[config.mk]
export PLATFORM = sky130hd
export DESIGN_NAME = sbm_irq_unit
export DESIGN_NICKNAME = d
export VERILOG_FILES = /design/src/rtl/sbm_irq_pkg.sv /design/src/rtl/sbm_irq_lowbit.sv /design/src/rtl/sbm_irq_status.sv /design/src/rtl/sbm_irq_ctrl.sv /design/src/rtl/sbm_irq_unit.sv
export SDC_FILE = /design/constraint.sdc
export NUM_CORES = 1
export LEC_CHECK = 0
export CORE_MARGIN = 8
export CORE_UTILIZATION = 44
export CTS_CLUSTER_SIZE = 40
export DETAILED_ROUTE_END_ITERATION = 12
export GPL_TIMING_DRIVEN = 0
export PLACE_DENSITY = 0.8
export SLEW_MARGIN = 20
export SYNTH_ARGS = -nofsm -noshare
export SYNTH_HDL_FRONTEND = slang
export SYNTH_HIERARCHICAL = 1
export SYNTH_SLANG_ARGS = --single-unit
[constraint.sdc]
create_clock -name clk -period 2.4 [get_ports clk]
set_input_delay 0.48 -clock clk [delete_from_list [all_inputs] [get_ports clk]]
set_output_delay 0.48 -clock clk [all_outputs]
set_load 0.02 [all_outputs]
[src/rtl/sbm_irq_pkg.sv]
package sbm_irq_pkg;

    localparam int DATA_W = 16;

    // Status bit positions (software visible)
    localparam int BIT_NACK  = 1;
    localparam int BIT_ARDY  = 2;
    localparam int BIT_RXRDY = 3;
    localparam int BIT_TXRDY = 4;
    localparam int BIT_BUSY  = 12;

    // DMA control bit positions
    localparam int BIT_DMA_RX = 15;
    localparam int BIT_DMA_TX = 7;

    // Bits that can be held in the status register
    localparam logic [DATA_W-1:0] STORE_MASK  = 16'h8C3F;
    // Bits software may clear by writing one
    localparam logic [DATA_W-1:0] SW_CLR_MASK = 16'h0027;

    // Word addresses
    localparam int ADR_IE   = 0;
    localparam int ADR_STAT = 1;
    localparam int ADR_VEC  = 2;
    localparam int ADR_DMA  = 3;

    typedef enum logic [2:0] {
        SEL_NONE,
        SEL_IE,
        SEL_STAT,
        SEL_VEC,
        SEL_DMA
    } reg_sel_e;

endpackage

[src/rtl/sbm_irq_lowbit.sv]
module sbm_irq_lowbit #(
    parameter int W = 16,
    localparam int IDX_W = $clog2(W)
) (
    input  logic [W-1:0]     vec,
    output logic             found,
    output logic [IDX_W-1:0] idx,
    output logic [W-1:0]     onehot
);
    logic [W:0] below;

    assign below[0] = 1'b0;

    generate
        for (genvar i = 0; i < W; i++) begin : g_bit
            assign below[i+1] = below[i] | vec[i];
            assign onehot[i]  = vec[i] & ~below[i];
        end
    endgenerate

    assign found = below[W];

    always_comb begin
        idx = '0;
        for (int i = 0; i < W; i++) begin
            if (onehot[i]) idx = idx | IDX_W'(i);
        end
    end
endmodule

[src/rtl/sbm_irq_status.sv]
module sbm_irq_status #(
    parameter int              W           = 16,
    parameter logic [W-1:0]    STORE_MASK  = '1,
    parameter logic [W-1:0]    SW_CLR_MASK = '1
) (
    input  logic         clk,
    input  logic         rst,
    input  logic [W-1:0] evt_set,
    input  logic [W-1:0] evt_clr,
    input  logic         sw_clr_en,
    input  logic [W-1:0] sw_clr_bits,
    input  logic         vec_clr_en,
    input  logic [W-1:0] vec_clr_bit,
    output logic [W-1:0] stat_q
);
    logic [W-1:0] stat_d;

    // Order: vector clear, software clear, hardware clear, then set wins.
    always_comb begin
        stat_d = stat_q;
        if (vec_clr_en) stat_d = stat_d & ~vec_clr_bit;
        if (sw_clr_en)  stat_d = stat_d & ~(sw_clr_bits & SW_CLR_MASK);
        stat_d = stat_d & ~evt_clr;
        stat_d = (stat_d | evt_set) & STORE_MASK;
    end

    always_ff @(posedge clk) begin
        if (rst) stat_q <= '0;
        else     stat_q <= stat_d;
    end
endmodule

[src/rtl/sbm_irq_ctrl.sv]
module sbm_irq_ctrl #(
    parameter int W      = 16,
    parameter int IE_W   = 6,
    parameter int RX_BIT = 15,
    parameter int TX_BIT = 7,
    parameter int RX_IE  = 3,
    parameter int TX_IE  = 4
) (
    input  logic            clk,
    input  logic            rst,
    input  logic            ie_we,
    input  logic            dma_we,
    input  logic [W-1:0]    wdata,
    output logic [IE_W-1:0] ie_q,
    output logic            dma_rx_q,
    output logic            dma_tx_q
);
    always_ff @(posedge clk) begin
        if (rst) begin
            ie_q     <= '0;
            dma_rx_q <= 1'b0;
            dma_tx_q <= 1'b0;
        end else if (ie_we) begin
            ie_q <= wdata[IE_W-1:0];
        end else if (dma_we) begin
            dma_rx_q <= wdata[RX_BIT];
            dma_tx_q <= wdata[TX_BIT];
            if (wdata[RX_BIT]) ie_q[RX_IE] <= 1'b0;
            if (wdata[TX_BIT]) ie_q[TX_IE] <= 1'b0;
        end
    end
endmodule

[src/rtl/sbm_irq_unit.sv]
module sbm_irq_unit #(
    parameter int ADDR_W    = 3,
    parameter bit LEGACY_IE = 1'b0
) (
    input  logic              clk,
    input  logic              rst,
    input  logic              rd_en,
    input  logic [ADDR_W-1:0] rd_addr,
    input  logic              wr_en,
    input  logic [ADDR_W-1:0] wr_addr,
    input  logic [15:0]       wdata,
    output logic [15:0]       rdata,
    input  logic              bus_busy,
    input  logic [15:0]       evt_set,
    input  logic [15:0]       evt_clr,
    output logic              irq,
    output logic              dreq_rx,
    output logic              dreq_tx
);
    import sbm_irq_pkg::*;

    localparam int W     = DATA_W;
    localparam int IE_W  = LEGACY_IE ? 5 : 6;
    localparam int IDX_W = $clog2(W);

    function automatic reg_sel_e decode(input logic [ADDR_W-1:0] a);
        reg_sel_e s;
        unique case (int'(a))
            ADR_IE:   s = SEL_IE;
            ADR_STAT: s = SEL_STAT;
            ADR_VEC:  s = SEL_VEC;
            ADR_DMA:  s = SEL_DMA;
            default:  s = SEL_NONE;
        endcase
        return s;
    endfunction

    reg_sel_e rsel, wsel;
    logic rd_vec, rd_stat, wr_stat, wr_ie, wr_dma;

    assign rsel    = decode(rd_addr);
    assign wsel    = decode(wr_addr);
    assign rd_vec  = rd_en && (rsel == SEL_VEC);
    assign rd_stat = rd_en && (rsel == SEL_STAT);
    assign wr_stat = wr_en && (wsel == SEL_STAT);
    assign wr_ie   = wr_en && (wsel == SEL_IE);
    assign wr_dma  = wr_en && (wsel == SEL_DMA);

    logic [W-1:0]    stat_q;
    logic [IE_W-1:0] ie_q;
    logic [W-1:0]    ie_ext;
    logic            dma_rx_q, dma_tx_q;
    logic [W-1:0]    pend;
    logic            pend_any;
    logic [IDX_W-1:0] pend_idx;
    logic [W-1:0]    pend_bit;

    assign ie_ext = W'(ie_q);
    assign pend   = stat_q & ie_ext;

    sbm_irq_lowbit #(.W(W)) u_lowbit (
        .vec    (pend),
        .found  (pend_any),
        .idx    (pend_idx),
        .onehot (pend_bit)
    );

    sbm_irq_status #(
        .W           (W),
        .STORE_MASK  (STORE_MASK),
        .SW_CLR_MASK (SW_CLR_MASK)
    ) u_status (
        .clk         (clk),
        .rst         (rst),
        .evt_set     (evt_set),
        .evt_clr     (evt_clr),
        .sw_clr_en   (wr_stat),
        .sw_clr_bits (wdata),
        .vec_clr_en  (rd_vec),
        .vec_clr_bit (pend_bit),
        .stat_q      (stat_q)
    );

    sbm_irq_ctrl #(
        .W      (W),
        .IE_W   (IE_W),
        .RX_BIT (BIT_DMA_RX),
        .TX_BIT (BIT_DMA_TX),
        .RX_IE  (BIT_RXRDY),
        .TX_IE  (BIT_TXRDY)
    ) u_ctrl (
        .clk      (clk),
        .rst      (rst),
        .ie_we    (wr_ie),
        .dma_we   (wr_dma),
        .wdata    (wdata),
        .ie_q     (ie_q),
        .dma_rx_q (dma_rx_q),
        .dma_tx_q (dma_tx_q)
    );

    // Read data register: one-cycle latency
    logic [W-1:0] rd_d;

    always_comb begin
        rd_d = '0;
        unique case (rsel)
            SEL_IE:   rd_d = ie_ext;
            SEL_STAT: rd_d = stat_q | (W'(bus_busy) << BIT_BUSY);
            SEL_VEC:  rd_d = pend_any ? (W'(pend_idx) + W'(1)) : '0;
            SEL_DMA:  rd_d = (W'(dma_rx_q) << BIT_DMA_RX) | (W'(dma_tx_q) << BIT_DMA_TX);
            SEL_NONE: rd_d = '0;
        endcase
    end

    always_ff @(posedge clk) begin
        if (rst)        rdata <= '0;
        else if (rd_en) rdata <= rd_d;
    end

    assign irq     = pend_any;
    assign dreq_rx = dma_rx_q & stat_q[BIT_RXRDY];
    assign dreq_tx = dma_tx_q & stat_q[BIT_TXRDY];
endmodule

==> run summary <==
layer with the highest usage: met2
maximum clock path buffer count: 2
via count: 1,949
Cell Pwr Density: 427 mW/mm²
Critical Path End Type: output pin
category of the most critical setup path: flop to output pin
met2 Resource Use GR: 24.8%
worst hold path type: flop to flop
initial standard-cell utilization of the core: 45.5%
Sink Count: 33
number of standard-cell rows in the floorplan: 24
iteration count of the initial detailed-routing pass: 4
register clock-pin slew on the reported worst setup and hold paths: 0.06 ns
Global Route Usage Sum: 15.1%
wire length of the first global-routing pass: 8.91 mm
H-tree Lvls: 2
final-report hold violation count: 0
fillers: 392
synthesized area: 0.00197 mm²
maximum clock frequency: 440 MHz
worst path arrival time: 1.79 ns
maximum number of pins on one net before global-route repair: 11
endpoints failing setup: 0
detailed router's first-iteration violation count: 71
synthesized instance count: 241
Static Leak: 1.16 nW
pin slew with the least headroom to its limit: 0.534 ns
CORE AREA: 0.00432 mm²
detailed-placement wirelength estimate: 4.04 mm
total congestion overflow: 0
Avg Synthesized Cell Area: 8.17 µm²
Diodes inserted: 0
weighted congestion at the end of routability-driven global placement: 0.845
height of the die: 82.9 µm
required time at the worst-slack endpoint: 1.92 ns
smallest hold slack: 0.450 ns
number of I/O port buffers: 54
worst-skew pair later-pin latency: 0.28 ns
met3 Track Usage GR: 4.69%
Final Slew Violations: 0
DRC violation count after routing: 0
Worst slew margin: 64.4%
worst vdd ir: 0.299 mV
number of synthesis warnings: 6
Layout Cells excl Fill: 391
GR Util met1: 17.9%
routed wire length per instance: 13.3 µm
outcome: complete, no violations
net total in the final layout: 400
startpoint class of the critical path: flop
CTS tree: done
DIE WIDTH: 82.9 µm
synthesis-to-finish area growth: 42.2%
root cell of the clock tree: sky130_fd_sc_hd__clkbuf_8
post-layout util: 64.7%
via count normalized by instance count: 4.98
shortest clock period the worst path allows after layout: 2.27 ns
Detail Route Antenna Nets: 0
number of I/O pins: 78
maximum capacitance violations: 0
setup skew after layout: 0.00419 ns
via count of the first global-routing pass: 1,955
worst-path fanout max: 5
final WL: 5.21 mm
clock buffers created by TritonCTS: 5
share of layout cells above drive strength 1: 13.3%
initial antenna violation count: 0
die area: 0.00687 mm²
post-route total power: 0.00119 W
final period utilization: 94.7%
cell total after placement: 383
where the power goes:
| group | total, W | internal (W) | switching (W) |
|---|---|---|---|
| logic | 0.000232 | 0.000126 | 0.000106 |
| registers | 0.000583 | 0.000567 | 0.0000159 |
| clock network | 0.000380 | 0.000190 | 0.000189 |
critical path, cell delays in order (launching register included):
cell and delay (ns):
sky130_fd_sc_hd__dfxtp_1 0.32, sky130_fd_sc_hd__and2_2 0.24, sky130_fd_sc_hd__nor4_4 0.30, sky130_fd_sc_hd__and3_4 0.26, sky130_fd_sc_hd__and2_1 0.15, sky130_fd_sc_hd__nand2_2 0.08, sky130_fd_sc_hd__buf_2 0.16
cell usage in the layout (no fill, tap or decap), drive strengths merged, types with 5 or more instances in the layout:
master	count
a21oi	8
a22oi	7
a31oi	7
and2	11
and3	6
buf	21
clkbuf	6
clkdlybuf4s50	53
conb	38
dfxtp	33
inv	18
mux2i	6
nand2	25
nand3	6
nor2	36
nor2b	5
o21ai	6
flip-flops by register name, indices dropped and copies added, names as in the netlist:
signal           count
rdata               16
u_ctrl/dma_rx_q      1
u_ctrl/dma_tx_q      1
u_ctrl/ie_q          6
u_status/stat_q      9
final timing paths:
kind	cells after the start	endpoint	slack, ns	start
max	6	irq	0.13	u_ctrl/ie_q[2]$_SDFFE_PP0P_
min	2	rdata[15]$_SDFFE_PP0P_	0.45	rdata[15]$_SDFFE_PP0P_
max reg2reg	8	rdata[1]$_SDFFE_PP0P_	0.37	u_status/stat_q[3]$_SDFF_PP0_
min reg2reg	2	rdata[15]$_SDFFE_PP0P_	0.45	rdata[15]$_SDFFE_PP0P_
metal layers:
| layer | part of all wire, % | vias up |
|---|---|---|
| met5 | 0 | - |
| met4 | 1.9 | 0 |
| met3 | 5.6 | 10 |
| met2 | 48 | 51 |
| met1 | 44 | 892 |
| li1 | - | 996 |
cell type report:
cell class                      instances  area [µm²]  area share (%)
Multi-Input combinational cell        207        1240            44.3
Sequential cell                        33         661            23.6
Timing Repair Buffer                   56         551            19.7
Buffer                                 19         143            5.10
Clock buffer                            5        68.8            2.46
Inverter                               18        67.6            2.41
Tap cell                               52        65.1            2.32
Clock inverter                          1        5.00           0.179
per-stage QoR:
| step | area [µm²] | setup TNS (ns) | setup WS [ns] |
|---|---|---|---|
| after floorplan | 2100 | 0 | 0.450 |
| after global placement | 2710 | -0.562 | -0.0911 |
| after detailed placement | 2710 | -0.781 | -0.123 |
| after CTS | 2790 | 0 | 0.0685 |
| after global routing | 2800 | -0.000240 | -0.000240 |
| final | 2800 | 0 | 0.127 |
what timing repair did:
item	CTS	global route
setup buffers	1	1
hold buffers	0	0
gates cloned	0	0
resized for setup	4	4
pin swaps	2	2
setup endpoints to repair	1	1
Power figures use the tool's default switching activity.
